==> src/rtl/rq_pkg.sv <==
package rq_pkg;
    typedef enum logic [1:0] {
        K_ARITH  = 2'd0,
        K_LOAD   = 2'd1,
        K_STORE  = 2'd2,
        K_BRANCH = 2'd3
    } kind_e;

    function automatic logic kind_writes_reg(kind_e k);
        return (k == K_ARITH) || (k == K_LOAD);
    endfunction
endpackage

==> src/rtl/rq_fwd.sv <==
module rq_fwd #(
    parameter int DEPTH = 8,
    parameter int AW    = 3,
    parameter int RW    = 5,
    parameter int XLEN  = 32
) (
    input  logic [AW-1:0]                 head_idx,
    input  logic [DEPTH-1:0]              ent_valid,
    input  logic [DEPTH-1:0]              ent_wr,
    input  logic [DEPTH-1:0]              ent_done,
    input  logic [DEPTH-1:0]              ent_exc,
    input  logic [DEPTH-1:0][RW-1:0]      ent_dst,
    input  logic [DEPTH-1:0][XLEN-1:0]    ent_value,
    input  logic [RW-1:0]                 src,
    input  logic [AW-1:0]                 req_idx,
    output logic                          hit,
    output logic [XLEN-1:0]               value
);
    logic [AW-1:0]    req_off;
    logic [DEPTH-1:0] match;
    logic             found;
    logic [AW-1:0]    sel;

    assign req_off = req_idx - head_idx;

    // Per-slot candidate: live, writes a register, same register, older than requester
    for (genvar g = 0; g < DEPTH; g++) begin : g_match
        logic [AW-1:0] off;
        assign off      = AW'(g) - head_idx;
        assign match[g] = ent_valid[g] && ent_wr[g] && (ent_dst[g] == src) && (off < req_off);
    end

    // Scan from oldest to youngest; the last match is the youngest older producer
    always_comb begin
        found = 1'b0;
        sel   = '0;
        for (int k = 0; k < DEPTH; k++) begin
            logic [AW-1:0] idx;
            idx = head_idx + AW'(k);
            if (match[idx]) begin
                found = 1'b1;
                sel   = idx;
            end
        end
    end

    assign hit   = found && ent_done[sel] && !ent_exc[sel];
    assign value = hit ? ent_value[sel] : '0;
endmodule

==> src/rtl/rq_retire.sv <==
module rq_retire
    import rq_pkg::*;
#(
    parameter int XLEN    = 32,
    parameter int PC_W    = 32,
    parameter int RW      = 5,
    parameter int CAUSE_W = 4
) (
    input  logic               head_valid,
    input  logic               head_done,
    input  logic               head_exc,
    input  kind_e              head_kind,
    input  logic [RW-1:0]      head_dst,
    input  logic [XLEN-1:0]    head_value,
    input  logic [PC_W-1:0]    head_pc,
    input  logic [CAUSE_W-1:0] head_cause,
    output logic               commit_ok,
    output logic               trap,
    output logic               rf_we,
    output logic [RW-1:0]      rf_waddr,
    output logic [XLEN-1:0]    rf_wdata,
    output logic [PC_W-1:0]    trap_pc,
    output logic [CAUSE_W-1:0] trap_cause
);
    logic ready;

    assign ready      = head_valid && head_done;
    assign commit_ok  = ready && !head_exc;
    assign trap       = ready && head_exc;
    assign rf_we      = commit_ok && kind_writes_reg(head_kind);
    assign rf_waddr   = head_dst;
    assign rf_wdata   = head_value;
    assign trap_pc    = head_pc;
    assign trap_cause = head_cause;
endmodule

==> src/rtl/retire_queue.sv <==
module retire_queue
    import rq_pkg::*;
#(
    parameter int                     DEPTH       = 8,
    parameter int                     XLEN        = 32,
    parameter int                     PC_W        = 32,
    parameter int                     NREG        = 32,
    parameter int                     CAUSE_W     = 4,
    parameter logic [PC_W-1:0]        TRAP_VECTOR = 32'h0000_0100,
    localparam int                    AW          = $clog2(DEPTH),
    localparam int                    RW          = $clog2(NREG)
) (
    input  logic               clk,
    input  logic               rst_n,
    input  logic               alloc_valid,
    input  logic [PC_W-1:0]    alloc_pc,
    input  logic [1:0]         alloc_kind,
    input  logic [RW-1:0]      alloc_dst,
    output logic               alloc_ready,
    output logic [AW-1:0]      alloc_idx,
    input  logic               cpl_valid,
    input  logic [AW-1:0]      cpl_idx,
    input  logic [XLEN-1:0]    cpl_value,
    input  logic               cpl_exc,
    input  logic [CAUSE_W-1:0] cpl_cause,
    input  logic [RW-1:0]      fwd_src,
    input  logic [AW-1:0]      fwd_req_idx,
    output logic               fwd_hit,
    output logic [XLEN-1:0]    fwd_value,
    output logic               rf_we,
    output logic [RW-1:0]      rf_waddr,
    output logic [XLEN-1:0]    rf_wdata,
    output logic               retire_valid,
    output logic               trap_valid,
    output logic [PC_W-1:0]    trap_pc,
    output logic [CAUSE_W-1:0] trap_cause,
    output logic [PC_W-1:0]    redirect_pc
);
    localparam logic [AW:0] FULL_COUNT = (AW+1)'(DEPTH);

    typedef struct packed {
        logic               valid;
        logic               done;
        logic               exc;
        kind_e              kind;
        logic [RW-1:0]      dst;
        logic [XLEN-1:0]    value;
        logic [PC_W-1:0]    pc;
        logic [CAUSE_W-1:0] cause;
    } slot_t;

    typedef struct packed {
        logic [AW:0]             head;
        logic [AW:0]             tail;
        slot_t [DEPTH-1:0]       slot;
    } state_t;

    state_t st_d, st_q;

    logic [AW:0]   count_q;
    logic          full_q;
    logic [AW-1:0] head_idx;
    logic [AW-1:0] tail_idx;
    slot_t         head_slot;
    logic          commit_ok;
    logic          trap;
    logic          take;

    assign count_q   = st_q.tail - st_q.head;
    assign full_q    = (count_q == FULL_COUNT);
    assign head_idx  = st_q.head[AW-1:0];
    assign tail_idx  = st_q.tail[AW-1:0];
    assign head_slot = st_q.slot[head_idx];

    // Head decision: clean retire or precise trap
    rq_retire #(
        .XLEN(XLEN), .PC_W(PC_W), .RW(RW), .CAUSE_W(CAUSE_W)
    ) u_retire (
        .head_valid (head_slot.valid),
        .head_done  (head_slot.done),
        .head_exc   (head_slot.exc),
        .head_kind  (head_slot.kind),
        .head_dst   (head_slot.dst),
        .head_value (head_slot.value),
        .head_pc    (head_slot.pc),
        .head_cause (head_slot.cause),
        .commit_ok  (commit_ok),
        .trap       (trap),
        .rf_we      (rf_we),
        .rf_waddr   (rf_waddr),
        .rf_wdata   (rf_wdata),
        .trap_pc    (trap_pc),
        .trap_cause (trap_cause)
    );

    // Forwarding search over uncommitted slots
    logic [DEPTH-1:0]           v_vec, wr_vec, done_vec, exc_vec;
    logic [DEPTH-1:0][RW-1:0]   dst_vec;
    logic [DEPTH-1:0][XLEN-1:0] val_vec;

    for (genvar g = 0; g < DEPTH; g++) begin : g_flat
        assign v_vec[g]    = st_q.slot[g].valid;
        assign wr_vec[g]   = kind_writes_reg(st_q.slot[g].kind);
        assign done_vec[g] = st_q.slot[g].done;
        assign exc_vec[g]  = st_q.slot[g].exc;
        assign dst_vec[g]  = st_q.slot[g].dst;
        assign val_vec[g]  = st_q.slot[g].value;
    end

    rq_fwd #(
        .DEPTH(DEPTH), .AW(AW), .RW(RW), .XLEN(XLEN)
    ) u_fwd (
        .head_idx  (head_idx),
        .ent_valid (v_vec),
        .ent_wr    (wr_vec),
        .ent_done  (done_vec),
        .ent_exc   (exc_vec),
        .ent_dst   (dst_vec),
        .ent_value (val_vec),
        .src       (fwd_src),
        .req_idx   (fwd_req_idx),
        .hit       (fwd_hit),
        .value     (fwd_value)
    );

    assign alloc_ready  = !full_q && !trap;
    assign alloc_idx    = tail_idx;
    assign retire_valid = commit_ok;
    assign trap_valid   = trap;
    assign redirect_pc  = TRAP_VECTOR;
    assign take         = alloc_valid && alloc_ready;

    always_comb begin
        st_d = st_q;
        if (trap) begin
            // Kill the faulting slot and everything younger
            st_d.tail = st_q.head;
            for (int i = 0; i < DEPTH; i++) begin
                st_d.slot[i].valid = 1'b0;
            end
        end else begin
            if (commit_ok) begin
                st_d.slot[head_idx].valid = 1'b0;
                st_d.head                 = st_q.head + 1'b1;
            end
            if (take) begin
                st_d.slot[tail_idx].valid = 1'b1;
                st_d.slot[tail_idx].done  = 1'b0;
                st_d.slot[tail_idx].exc   = 1'b0;
                st_d.slot[tail_idx].kind  = kind_e'(alloc_kind);
                st_d.slot[tail_idx].dst   = alloc_dst;
                st_d.slot[tail_idx].pc    = alloc_pc;
                st_d.slot[tail_idx].value = '0;
                st_d.slot[tail_idx].cause = '0;
                st_d.tail                 = st_q.tail + 1'b1;
            end
            if (cpl_valid && st_q.slot[cpl_idx].valid) begin
                st_d.slot[cpl_idx].done  = 1'b1;
                st_d.slot[cpl_idx].exc   = cpl_exc;
                st_d.slot[cpl_idx].value = cpl_value;
                st_d.slot[cpl_idx].cause = cpl_cause;
            end
        end
    end

    always_ff @(posedge clk) begin
        if (!rst_n) begin
            st_q <= '0;
        end else begin
            st_q <= st_d;
        end
    end

    // Occupancy never exceeds capacity
    p_occupancy_bound_r3: assert property (@(posedge clk) disable iff (!rst_n)
        count_q <= FULL_COUNT);

    // A trap leaves the queue empty on the next cycle
    p_flush_empties_r8: assert property (@(posedge clk) disable iff (!rst_n)
        trap_valid |=> (count_q == '0));

    // Trap is a single-cycle pulse
    p_trap_pulse_r7: assert property (@(posedge clk) disable iff (!rst_n)
        trap_valid |=> !trap_valid);

    // Retirement moves the head by exactly one
    p_head_step_r11: assert property (@(posedge clk) disable iff (!rst_n)
        retire_valid |=> (st_q.head == $past(st_q.head) + 1'b1));

    // Clean retirement and trap never coincide, and a trap writes no register
    p_retire_trap_excl_r7: assert property (@(posedge clk) disable iff (!rst_n)
        $onehot0({retire_valid, trap_valid}) && !(trap_valid && rf_we));

    // Without retirement or trap the head holds still
    p_head_hold_r5: assert property (@(posedge clk) disable iff (!rst_n)
        (!retire_valid && !trap_valid) |=> $stable(st_q.head));
endmodule

==> config.mk <==
export PLATFORM = sky130hd
export DESIGN_NAME = retire_queue
export DESIGN_NICKNAME = d
export VERILOG_FILES = /design/src/rtl/rq_pkg.sv /design/src/rtl/rq_fwd.sv /design/src/rtl/rq_retire.sv /design/src/rtl/retire_queue.sv
export SDC_FILE = /design/constraint.sdc
export NUM_CORES = 2
export LEC_CHECK = 0
export BUFFER_PORTS_ARGS = -buffer_cell sky130_fd_sc_hd__buf_2
export CORE_ASPECT_RATIO = 1.75
export CORE_MARGIN = 2
export CORE_UTILIZATION = 60
export DETAILED_ROUTE_END_ITERATION = 8
export PLACE_DENSITY_LB_ADDON = 0.12
export SYNTH_ARGS = -nofsm -noshare
export SYNTH_HDL_FRONTEND = slang
export SYNTH_SLANG_ARGS = --single-unit
==> constraint.sdc <==
create_clock -name clk -period 13.8 [get_ports clk]
set_clock_uncertainty 0.15 [all_clocks]
set_input_delay 2.76 -clock clk [delete_from_list [all_inputs] [get_ports clk]]
set_output_delay 2.76 -clock clk [all_outputs]
set_load 0.1 [all_outputs]
==> impl_metrics.env <==
export IMPL_gr_usage_all_layers=0.362
export IMPL_post_synthesis_instance_area_sq_um=33600
export IMPL_worst_path_max_fanout=33
export IMPL_yosysWarnings=0
export IMPL_clk_pin_slew_ns=0.06
export IMPL_hold_class="flip-flop to flip-flop"
export IMPL_fillerInstances=4636
export IMPL_cts_max_level=2
export IMPL_setup_ws_ns=2.06
export IMPL_ir_worst_vdd_mv=0.112
export IMPL_viasPerCell=6.56
export IMPL_worst_endpoint_required_ns=10.89
export IMPL_synth_seq_area_share=0.371
export IMPL_cts_buffers=57
export IMPL_placement_rows=114
export IMPL_tightest_slew_ns=1.23
export IMPL_synth_area_per_cell_sq_um=8.66
export IMPL_route_vias_total=29845
export IMPL_pin_count_of_the_biggest_net_entering_global_routing=324
export IMPL_grt_pass1_vias=30147
export IMPL_synthesis_to_finish_area_growth_pct=7.70
export IMPL_maxClockFrequency_mhz=85.1
export IMPL_layout_nets=3916
export IMPL_ys_seq_elements=624
export IMPL_drt_initial_drc_count=2815
export IMPL_numPortBuffers=202
export IMPL_globalRoute_totalOverflow=0
export IMPL_unrepaired_setup_endpoints_after_global_routing="no"
export IMPL_antenna_left=0
export IMPL_setup_worst_path_start_class="input pin"
export IMPL_area_sequential_sq_um=12500
export IMPL_cts_resized=0
export IMPL_multi_input_comb_area_sq_um=19400
export IMPL_hold_viol=0
export IMPL_drt_total_wl_microns=107000
export IMPL_post_synth_top_area_cell="dfxtp_1"
export IMPL_die_width_microns=183
export IMPL_start_util=0.608
export IMPL_post_cts_setup_buffer_count=0
export IMPL_cts_num_sinks=624
export IMPL_synthTopCellsByArea="dfxtp_1 37%, a21boi_0 13%, nand2_1 13%, mux4_2 10%, o211ai_1 6.3%"
export IMPL_grt_antenna_before_repair=13
export IMPL_synth_cells=3886
export IMPL_count_of_boundary_i_o_pins=236
export IMPL_final_setup_tns_ns=0
export IMPL_final_design_area_no_fill_sq_um=36200
export IMPL_post_route_min_period_ns=11.74
export IMPL_detail_route_first_pass_iterations=6
export IMPL_synth_async_sr_flop_share=0
export IMPL_die_height_microns=317
export IMPL_route_detailed_wl_per_inst_microns=23.6
export IMPL_synth_edff_count=0
export IMPL_cts_tree="done"
export IMPL_worstPathArrival_ns=8.83
export IMPL_drive_gt1_frac=0.144
export IMPL_cts_root_buf="clkbuf_16"
export IMPL_max_cap_viol_count=0
export IMPL_synthFlopType="dfxtp_1"
export IMPL_post_synth_top_area_fraction=0.371
export IMPL_gpl_final_weighted_congestion=0.910
export IMPL_status="complete, no violations"
export IMPL_synthDistinctLibCells=70
export IMPL_leakage_power_summed_over_all_cells_uw=0.0132
export IMPL_critPathKind="input pin to primary output"
export IMPL_cts_max_path_buffers=3
export IMPL_maxSlewHeadroom=0.182
export IMPL_grt_first_pass_wirelength_microns=166000
export IMPL_drcViolationCount=0
export IMPL_power_density_cell_area_nw_per_um2=104
export IMPL_placement_cell_area_sq_um=34400
export IMPL_holdWs_ns=0.315
export IMPL_finalSetupViolations=0
export IMPL_worst_skew_pair_late_latency_ns=0.63
export IMPL_hold_buffers=0
export IMPL_layout_worst_path_cycle_share=0.851
export IMPL_fp_coreArea_sq_um=55300
export IMPL_report_final_slew_viol_count=0
export IMPL_die_area_sq_um=58100
export IMPL_detailedPlacementHpwl_microns=62900
export IMPL_critPathCaptureType="primary output"
export IMPL_setup_ws_pre_cts_ns=2.14
-- cell usage after synthesis, drive strengths merged, types with 19 or more instances --
master and instances:
and3 35, a21boi 605, clkbuf 253, o21ai 19, dfxtp 624, nor2 31, o211ai 283, mux2i 129
mux4 153, a21oi 24, nand2 1186, ha 19, buf 177, xor2 33, a22oi 67, nand3 55
-- metal layers --
layer | wire [microns] | vias up | GRT usage
met3 | 9150 | 440 | 0.0705
li1 | - | 13432 | -
met5 | 122 | - | 0
met2 | 54100 | 1508 | 0.645
met4 | 5940 | 20 | 0.204
met1 | 38100 | 14445 | 0.404
-- worst max-delay path, cell delays in order --
cell	delay, ns
buf_2	0.10
nand2b_1	0.22
fa_1	0.51
xor3_1	0.35
ha_1	0.24
or3b_1	0.39
a2111oi_4	0.55
o22ai_1	0.30
o32ai_2	0.40
o21ba_1	0.21
a211oi_1	0.23
o21a_1	0.29
nor3b_2	0.07
buf_4	0.32
o311a_1	0.23
a2111oi_4	0.32
buf_4	0.51
and3_1	0.34
buf_2	0.46
-- cells in the final DEF, fill, tap and decap left out, types with 23 or more instances in the layout --
cell type     n
a21boi_0    605
nand3_1      53
conb_1       32
buf_4        56
a22oi_1      67
clkbuf_16    57
nand2_1    1181
mux2i_1     129
buf_2       201
a21oi_1      23
dfxtp_1     621
and3_1       35
xor2_1       33
o211ai_1    282
mux4_2      153
-- where the power goes --
| part | internal, uW | switching, uW | total (uW) | leakage [uW] |
|---|---|---|---|---|
| registers | 1820 | 15.3 | 1840 | 0.00504 |
| clock network | 891 | 711 | 1600 | 0.000912 |
| logic | 84.9 | 261 | 346 | 0.00725 |
| total | 2800 | 987 | 3780 | 0.0132 |
-- final timing paths --
kind | start | to | slack, ns | cells after the start
worst min register to register | flip-flop | flip-flop | 0.32 | 2
worst max register to register | head_idx[0] | flip-flop | 7.03 | 14
worst max-delay path | fwd_req_idx[0] | fwd_value[5] | 2.06 | 19
worst min-delay path | flip-flop | flip-flop | 0.32 | 2
-- per-stage QoR --
stage                      util  cells  total power [uW]
after floorplan               -   3916              2150
after global routing      0.655   4547              3890
final                     0.655   4548              3780
after CTS                 0.655   4544              3800
after detailed placement  0.621   4442              2220
after global placement    0.621   4442              2210
-- cell families after synthesis --
logic type | share of synthesized area
simple gates | 0.169
compound gates | 0.237
flops | 0.371
buf+inv | 0.0602
mux | 0.141
xor+xnor | 0.0132
fa+ha+maj | 0.00799
other cells | 0.000223
-- final cells by class --
| type | instances | share of cell area |
|---|---|---|
| flip-flops and latches | 624 | 0.345 |
| clock buffers | 91 | 0.0476 |
| diodes | 4 | 0.000276 |
| well taps | 696 | 0.0240 |
| multi-input cells | 2845 | 0.537 |
| repair buffers | 260 | 0.0409 |
| clock inverters | 11 | 0.00369 |
| inverters | 17 | 0.00183 |
Note: power is estimated with default switching activity, not from simulation.
